### config.mk
export PLATFORM = sky130hd
export DESIGN_NAME = rx_bit_fifo
export DESIGN_NICKNAME = d
export VERILOG_FILES = /design/src/rtl/rx_fifo_pkg.sv /design/src/rtl/rx_fifo_ptr.sv /design/src/rtl/rx_fifo_mem.sv /design/src/rtl/rx_fifo_rdmux.sv /design/src/rtl/rx_fifo_ctrl.sv /design/src/rtl/rx_bit_fifo.sv
export SDC_FILE = /design/constraint.sdc
export NUM_CORES = 1
export LEC_CHECK = 0
export BUFFER_PORTS_ARGS = -buffer_cell sky130_fd_sc_hd__buf_2
export CAP_MARGIN = 20
export CORE_MARGIN = 2
export CORE_UTILIZATION = 26
export CTS_CLUSTER_DIAMETER = 150
export DETAILED_ROUTE_END_ITERATION = 16
export GPL_ROUTABILITY_DRIVEN = 0
export HOLD_SLACK_MARGIN = 0.05
export MAX_ROUTING_LAYER = met4
export PLACE_DENSITY_LB_ADDON = 0.3
export SLEW_MARGIN = 10
export SYNTH_ARGS = -nofsm -noshare
export SYNTH_HDL_FRONTEND = slang
export SYNTH_HIERARCHICAL = 1
export SYNTH_SLANG_ARGS = --single-unit
### constraint.sdc
create_clock -name clk -period 12.15 [get_ports clk]
set_input_delay 0.6075 -clock clk [delete_from_list [all_inputs] [get_ports clk]]
set_output_delay 0.6075 -clock clk [all_outputs]
set_load 0.03 [all_outputs]
### src/rtl/rx_fifo_pkg.sv
package rx_fifo_pkg;

  localparam int unsigned LANE_BITS = 8;

  typedef struct packed {
    logic armed;
    logic locked;
    logic ovf;
  } ctl_flags_t;

  // one-hot select of a bit within an 8-bit lane
  function automatic logic [LANE_BITS-1:0] lane_decode(input logic [2:0] sel);
    logic [LANE_BITS-1:0] oh;
    oh = '0;
    oh[sel] = 1'b1;
    return oh;
  endfunction

endpackage

### src/rtl/rx_fifo_ptr.sv
module rx_fifo_ptr #(
  parameter int unsigned AW = 7
) (
  input  logic          clk,
  input  logic          rst_n,
  input  logic          clr_i,
  input  logic          adv_i,
  output logic [AW-1:0] ptr_o
);

  logic [AW-1:0] ptr_q;
  logic [AW-1:0] ptr_d;
  logic          ptr_en;

  assign ptr_en = clr_i | adv_i;

  always_comb begin
    ptr_d = ptr_q;
    if (clr_i) begin
      ptr_d = '0;
    end else if (adv_i) begin
      ptr_d = ptr_q + 1'b1;
    end
  end

  always_ff @(posedge clk or negedge rst_n) begin
    if (!rst_n) begin
      ptr_q <= '0;
    end else if (ptr_en) begin
      ptr_q <= ptr_d;
    end
  end

  assign ptr_o = ptr_q;

endmodule

### src/rtl/rx_fifo_mem.sv
module rx_fifo_mem
  import rx_fifo_pkg::*;
#(
  parameter int unsigned DEPTH = 128,
  parameter int unsigned AW    = $clog2(DEPTH)
) (
  input  logic             clk,
  input  logic             rst_n,
  input  logic             clr_i,
  input  logic             we_i,
  input  logic [AW-1:0]    waddr_i,
  input  logic             wbit_i,
  output logic [DEPTH-1:0] bits_o
);

  localparam int unsigned NLANES = DEPTH / LANE_BITS;
  localparam int unsigned LAW    = AW - 3;

  logic [LANE_BITS-1:0] bit_sel;
  logic [NLANES-1:0]    lane_hit;

  assign bit_sel = lane_decode(waddr_i[2:0]);

  for (genvar b = 0; b < NLANES; b++) begin : g_lane
    assign lane_hit[b] = (waddr_i[AW-1:3] == LAW'(b));

    for (genvar k = 0; k < LANE_BITS; k++) begin : g_cell
      logic cell_q;
      logic cell_d;
      logic cell_en;

      assign cell_en = clr_i | (we_i & lane_hit[b] & bit_sel[k]);

      always_comb begin
        cell_d = cell_q;
        if (clr_i) begin
          cell_d = 1'b0;
        end else if (we_i) begin
          cell_d = wbit_i;
        end
      end

      always_ff @(posedge clk or negedge rst_n) begin
        if (!rst_n) begin
          cell_q <= 1'b0;
        end else if (cell_en) begin
          cell_q <= cell_d;
        end
      end

      assign bits_o[b*LANE_BITS + k] = cell_q;
    end
  end

endmodule

### src/rtl/rx_fifo_rdmux.sv
module rx_fifo_rdmux
  import rx_fifo_pkg::*;
#(
  parameter int unsigned DEPTH = 128,
  parameter int unsigned AW    = $clog2(DEPTH)
) (
  input  logic [DEPTH-1:0] bits_i,
  input  logic [AW-1:0]    raddr_i,
  input  logic             empty_i,
  output logic             sdo_o
);

  localparam int unsigned NLANES = DEPTH / LANE_BITS;

  logic [LANE_BITS-1:0] lanes [NLANES];
  logic [LANE_BITS-1:0] cur_lane;

  for (genvar b = 0; b < NLANES; b++) begin : g_split
    assign lanes[b] = bits_i[b*LANE_BITS +: LANE_BITS];
  end

  // lane select, then 8-to-1 bit select
  always_comb begin
    cur_lane = lanes[raddr_i[AW-1:3]];
    sdo_o    = empty_i ? 1'b0 : cur_lane[raddr_i[2:0]];
  end

endmodule

### src/rtl/rx_fifo_ctrl.sv
module rx_fifo_ctrl
  import rx_fifo_pkg::*;
#(
  parameter int unsigned DEPTH = 128,
  parameter int unsigned CW    = $clog2(DEPTH) + 1
) (
  input  logic          clk,
  input  logic          rst_n,
  input  logic          init_i,
  input  logic          fsync_i,
  input  logic          lock_i,
  input  logic          wr_stb_i,
  input  logic          rd_stb_i,
  output logic          wr_ok_o,
  output logic          rd_ok_o,
  output logic          empty_o,
  output logic [CW-1:0] cnt_o,
  output logic          ovf_o
);

  logic [CW-1:0] cnt_q;
  logic [CW-1:0] cnt_d;
  ctl_flags_t    flg_q;
  ctl_flags_t    flg_d;
  logic          full;
  logic          wr_take;
  logic          ovf_hit;

  assign full    = (cnt_q == CW'(DEPTH));
  assign empty_o = (cnt_q == '0);

  always_comb begin
    wr_take = wr_stb_i & flg_q.armed & ~flg_q.locked & ~lock_i & ~init_i;
    wr_ok_o = wr_take & ~full;
    ovf_hit = wr_take & full;
    rd_ok_o = rd_stb_i & ~empty_o & ~init_i;
  end

  always_comb begin
    cnt_d = cnt_q;
    flg_d = flg_q;
    if (init_i) begin
      cnt_d = '0;
      flg_d = '0;
    end else begin
      case ({wr_ok_o, rd_ok_o})
        2'b10:   cnt_d = cnt_q + 1'b1;
        2'b01:   cnt_d = cnt_q - 1'b1;
        default: cnt_d = cnt_q;
      endcase
      flg_d.armed  = flg_q.armed  | fsync_i;
      flg_d.locked = flg_q.locked | lock_i;
      flg_d.ovf    = flg_q.ovf    | ovf_hit;
    end
  end

  always_ff @(posedge clk or negedge rst_n) begin
    if (!rst_n) begin
      cnt_q <= '0;
      flg_q <= '0;
    end else begin
      cnt_q <= cnt_d;
      flg_q <= flg_d;
    end
  end

  assign cnt_o = cnt_q;
  assign ovf_o = flg_q.ovf;

endmodule

### src/rtl/rx_bit_fifo.sv
module rx_bit_fifo #(
  parameter int unsigned DEPTH = 128,
  localparam int unsigned AW   = $clog2(DEPTH),
  localparam int unsigned CW   = AW + 1
) (
  input  logic          clk,
  input  logic          rst_n,
  input  logic          init_i,
  input  logic          fsync_i,
  input  logic          lock_i,
  input  logic          wr_stb_i,
  input  logic          wr_bit_i,
  input  logic          rd_stb_i,
  output logic          sdo_o,
  output logic [CW-1:0] valid_cnt_o,
  output logic          ovf_o
);

  logic [1:0]       rst_pipe;
  logic             rst_sync_n;
  logic             wr_ok;
  logic             rd_ok;
  logic             empty;
  logic [AW-1:0]    wptr;
  logic [AW-1:0]    rptr;
  logic [DEPTH-1:0] store;

  // asynchronous assertion, synchronous release
  always_ff @(posedge clk or negedge rst_n) begin
    if (!rst_n) begin
      rst_pipe <= 2'b00;
    end else begin
      rst_pipe <= {rst_pipe[0], 1'b1};
    end
  end
  assign rst_sync_n = rst_pipe[1];

  rx_fifo_ctrl #(.DEPTH(DEPTH), .CW(CW)) u_ctrl (
    .clk      (clk),
    .rst_n    (rst_sync_n),
    .init_i   (init_i),
    .fsync_i  (fsync_i),
    .lock_i   (lock_i),
    .wr_stb_i (wr_stb_i),
    .rd_stb_i (rd_stb_i),
    .wr_ok_o  (wr_ok),
    .rd_ok_o  (rd_ok),
    .empty_o  (empty),
    .cnt_o    (valid_cnt_o),
    .ovf_o    (ovf_o)
  );

  rx_fifo_ptr #(.AW(AW)) u_wptr (
    .clk   (clk),
    .rst_n (rst_sync_n),
    .clr_i (init_i),
    .adv_i (wr_ok),
    .ptr_o (wptr)
  );

  rx_fifo_ptr #(.AW(AW)) u_rptr (
    .clk   (clk),
    .rst_n (rst_sync_n),
    .clr_i (init_i),
    .adv_i (rd_ok),
    .ptr_o (rptr)
  );

  rx_fifo_mem #(.DEPTH(DEPTH), .AW(AW)) u_mem (
    .clk     (clk),
    .rst_n   (rst_sync_n),
    .clr_i   (init_i),
    .we_i    (wr_ok),
    .waddr_i (wptr),
    .wbit_i  (wr_bit_i),
    .bits_o  (store)
  );

  rx_fifo_rdmux #(.DEPTH(DEPTH), .AW(AW)) u_rdmux (
    .bits_i  (store),
    .raddr_i (rptr),
    .empty_i (empty),
    .sdo_o   (sdo_o)
  );

endmodule

==> summary.txt <==
Yosys
  – Top FF cell, synth: dfrtp_1
  – Number of synthesis warnings: 6
  – EDFF count, synth: 0
  – Syn_area_per_cell: approximately 10 sq um
  – Synth Register Bits: approximately 160
  – Ys async rst share: 1.00
  – Seq/Total Area, Yosys: 0.371
  – Post-synth net total: about 1000
  – Cells after Synth: 1025
  – Synth unique cells: between 60 and 70
  – Cell area after synthesis: 0.0105 sq mm

Finish
  – Layout Utilization: 0.265
  – Ant diodes: 0
  – Layout cells sized above 1: 0.135
  – Most frequent cells in the layout: dfrtp_1 (153), mux2i_1 (145), nand2b_1 (131), nand3_1 (85), nand2_1 (64)
  – Post-synthesis to final-layout area growth: 0.730%
  – Leading cell type in the layout, fill and taps excluded: dfrtp_1
  – Final nets: 890
  – Finished Cell Area: between 0.01 and 0.015 sq mm

Critical path
  – Critical path class: reg2reg
  – Startpoint Class: flop
  – R2R Setup Slk: 7.91 ns
  – Crit path arrival time: around 4.6 ns
  – RR Startpoint: u_ctrl/cnt_o[0]
  – RR Endpoint: u_ctrl/cnt_o[6]
  – CP Max Fanout: 7
  – Worst Reg2Reg Path Length in Cells: 9
  – Critical Path Sink Type: flop
  – Crit path required time: around 13 ns

Detailed routing
  – Met3 wire len: approximately 500 microns
  – DRT iter0 DRCs: between 400 and 500
  – Top Metal Used: met4
  – Met2 Routed Length: 11.3 mm
  – Final ANT Viol Nets: 0
  – Vias after detailed routing: 6613
  – Met1 Routed Length: between 10 and 15 mm
  – Routed vias/inst: ~4.7
  – DR WL/cell: about 17 microns
  – Final WL: ~24 mm
  – Drt drc: 0
  – First-pass detailed-route iteration total: 5

STA
  – Max Clock Skew: between 0.015 and 0.02 ns
  – # setup viols final: 0
  – Final Critical Period: around 4.2 ns
  – Slew HR: 0.279
  – Worst slew pin tran: 1.08 ns
  – Final Hold Viols: 0
  – Period Utilization, post-route: 0.349
  – RSZ-0062 raised after global routing: false
  – Max Clk Rate: 236 MHz
  – Final setup margin: 7.91 ns
  – Fin. max-slew vios: 0
  – Setup TNS: 0 ns

Placement
  – Pre-CTS setup slack: between 7 and 8 ns
  – Placed cell area: 0.00997 sq mm
  – Post-DP HPWL: between 10 and 15 mm
  – Port Buffers: 17

Clock network
  – Worst-path clk slew: 0.07 ns
  – CTS tree: built
  – Clock H-tree levels: 4
  – Clock sinks: 155
  – Root buf cell: clkbuf_16
  – Total CTS buffers: 17
  – Max clock buf depth: 2
  – Post-CTS setup buffers: 0
  – Worst-Skew Late Latency: around 0.43 ns

Floorplan
  – Initial core utilization: 0.263
  – Die Wd: 205 microns
  – Rows: 73
  – Core area: a little under 0.04 sq mm
  – Num ports: 18
  – Die area: between 0.04 and 0.05 sq mm
  – Die height: just over 200 microns

Power and ir drop
  – Pwr/cell area: roughly 120 mW/mm^2
  – Clock network power share: 0.403
  – Design internal power: slightly below 0.9 mW
  – Net load switching power: about 0.38 mW
  – Flop pwr share: 0.438
  – Switching share of power: 0.301
  – Leakage dissipation: a little under 5 nW
  – Logic pwr share: 0.159
  – Maximum vdd drop: between 90 and 100 uV

Hold path
  – Worst hold path class: reg2async

Run
  – Max_cap viols: 0

GRT
  – GRT Total Usage: 0.123
  – Largest net degree at the start of global routing: between 90 and 100
  – Initial antenna violation count: 0
  – Vias in the first global route: 6962
  – Grt ovf: 0
  – First-pass GRT wire length: 39.7 mm

Status
  – Status: completed
-- per-layer routing --
metal  GRT usage  vias to the layer above
met5           -                        -
met4      0.0311                        0
met3      0.0208                       18
met2       0.192                       58
met1       0.166                     3385
li1            -                     3152
-- final cells by class --
type	count	area (sq um)
Clock buffer	19	443
Timing Repair Buffer	36	233
Tap cell	525	657
Inverter	3	11.3
Fill cell	4212	29200
Sequential cell	155	3880
Multi-Input combinational cell	660	5200
Clock inverter	13	106
-- cell usage after synthesis (all sizes together), types with 3 or more instances --
master | number | area [sq um]
a31oi | 5 | 46.3
mux2 | 16 | 206
nand2 | 64 | 240
a22oi | 9 | 67.6
o21ai | 8 | 40.0
buf | 163 | 1220
xnor2 | 4 | 35.0
mux2i | 145 | 1450
xor2 | 7 | 61.3
nor2 | 33 | 124
nor4 | 4 | 31.3
nor2b | 14 | 87.6
nand4 | 16 | 130
a221oi | 3 | 26.3
nand3 | 85 | 425
a211oi | 5 | 37.5
or3 | 6 | 42.5
dfrtp | 155 | 3880
clkbuf | 44 | 168
or4 | 5 | 45.0
a21oi | 12 | 60.1
and4b | 8 | 80.1
ha | 8 | 100
nor3 | 3 | 20.0
and4bb | 8 | 100
and4 | 4 | 35.0
mux4 | 21 | 518
inv | 3 | 11.3
nand2b | 132 | 826
and2 | 4 | 25.0
nor4b | 6 | 90.1
-- metrics by stage --
step	std cells	hold WS (ns)	power, mW
finish	1411	0.263	1.26
global route	1411	0.302	1.32
CTS	1411	0.288	1.28
detailed placement	1378	0.293	0.763
global placement	1376	0.287	0.762
floorplan	1025	0.312	0.710
-- worst max-delay path by stage --
stage                               start              end  slack [ns]  cells after the start
after floorplan               rst_pipe[1]  u_ctrl/cnt_o[0]        7.51                      0
after global placement             init_i  u_ctrl/cnt_o[6]        8.04                     10
after detailed placement  u_ctrl/cnt_o[0]  u_ctrl/cnt_o[6]        7.98                      9
after CTS                 u_ctrl/cnt_o[0]  u_ctrl/cnt_o[6]        7.95                      9
after global routing      u_ctrl/cnt_o[0]  u_ctrl/cnt_o[6]        7.73                      9
final                     u_ctrl/cnt_o[0]  u_ctrl/cnt_o[6]        7.91                      9
-- registers in the layout, summed over array words and instances, names as in the netlist --
name,cells
rst_pipe,2
u_ctrl/cnt_o,8
u_ctrl/flg_q,2
u_ctrl/ovf_o,1
u_mem/g_lane.g_cell.cell_q,128
u_rptr/ptr_o,7
u_wptr/ptr_o,7
-- worst max-delay path: stages, from the launching register on --
cell	delay [ns]
dfrtp_1	0.47
or4_4	0.55
or4_4	0.45
a211oi_1	0.84
ha_1	0.45
a211oi_1	0.31
nor2_1	0.14
or4b_2	0.62
a41oi_1	0.18
mux2_4	0.17
-- power by group through the flow --
stage,clock network [mW],logic [mW],registers (mW)
after floorplan,0,0.132,0.578
after global placement,0,0.200,0.562
after detailed placement,0,0.200,0.562
after CTS,0.526,0.202,0.553
after global routing,0.547,0.219,0.556
final,0.509,0.201,0.553
-- logic make-up after synthesis --
family,share of synthesized area
compound gates,0.0376
flops,0.371
xor+xnor,0.00922
other cells,0.000359
fa+ha+maj,0.0115
simple gates,0.228
buf+inv,0.134
mux,0.208
-- what timing repair did --
action / in CTS / in global routing
endpoints found under the hold margin: 2 / 0
gates resized for setup: 0 / 0
hold buffers: 1 / 0
Note: power is estimated with default switching activity, not from simulation.
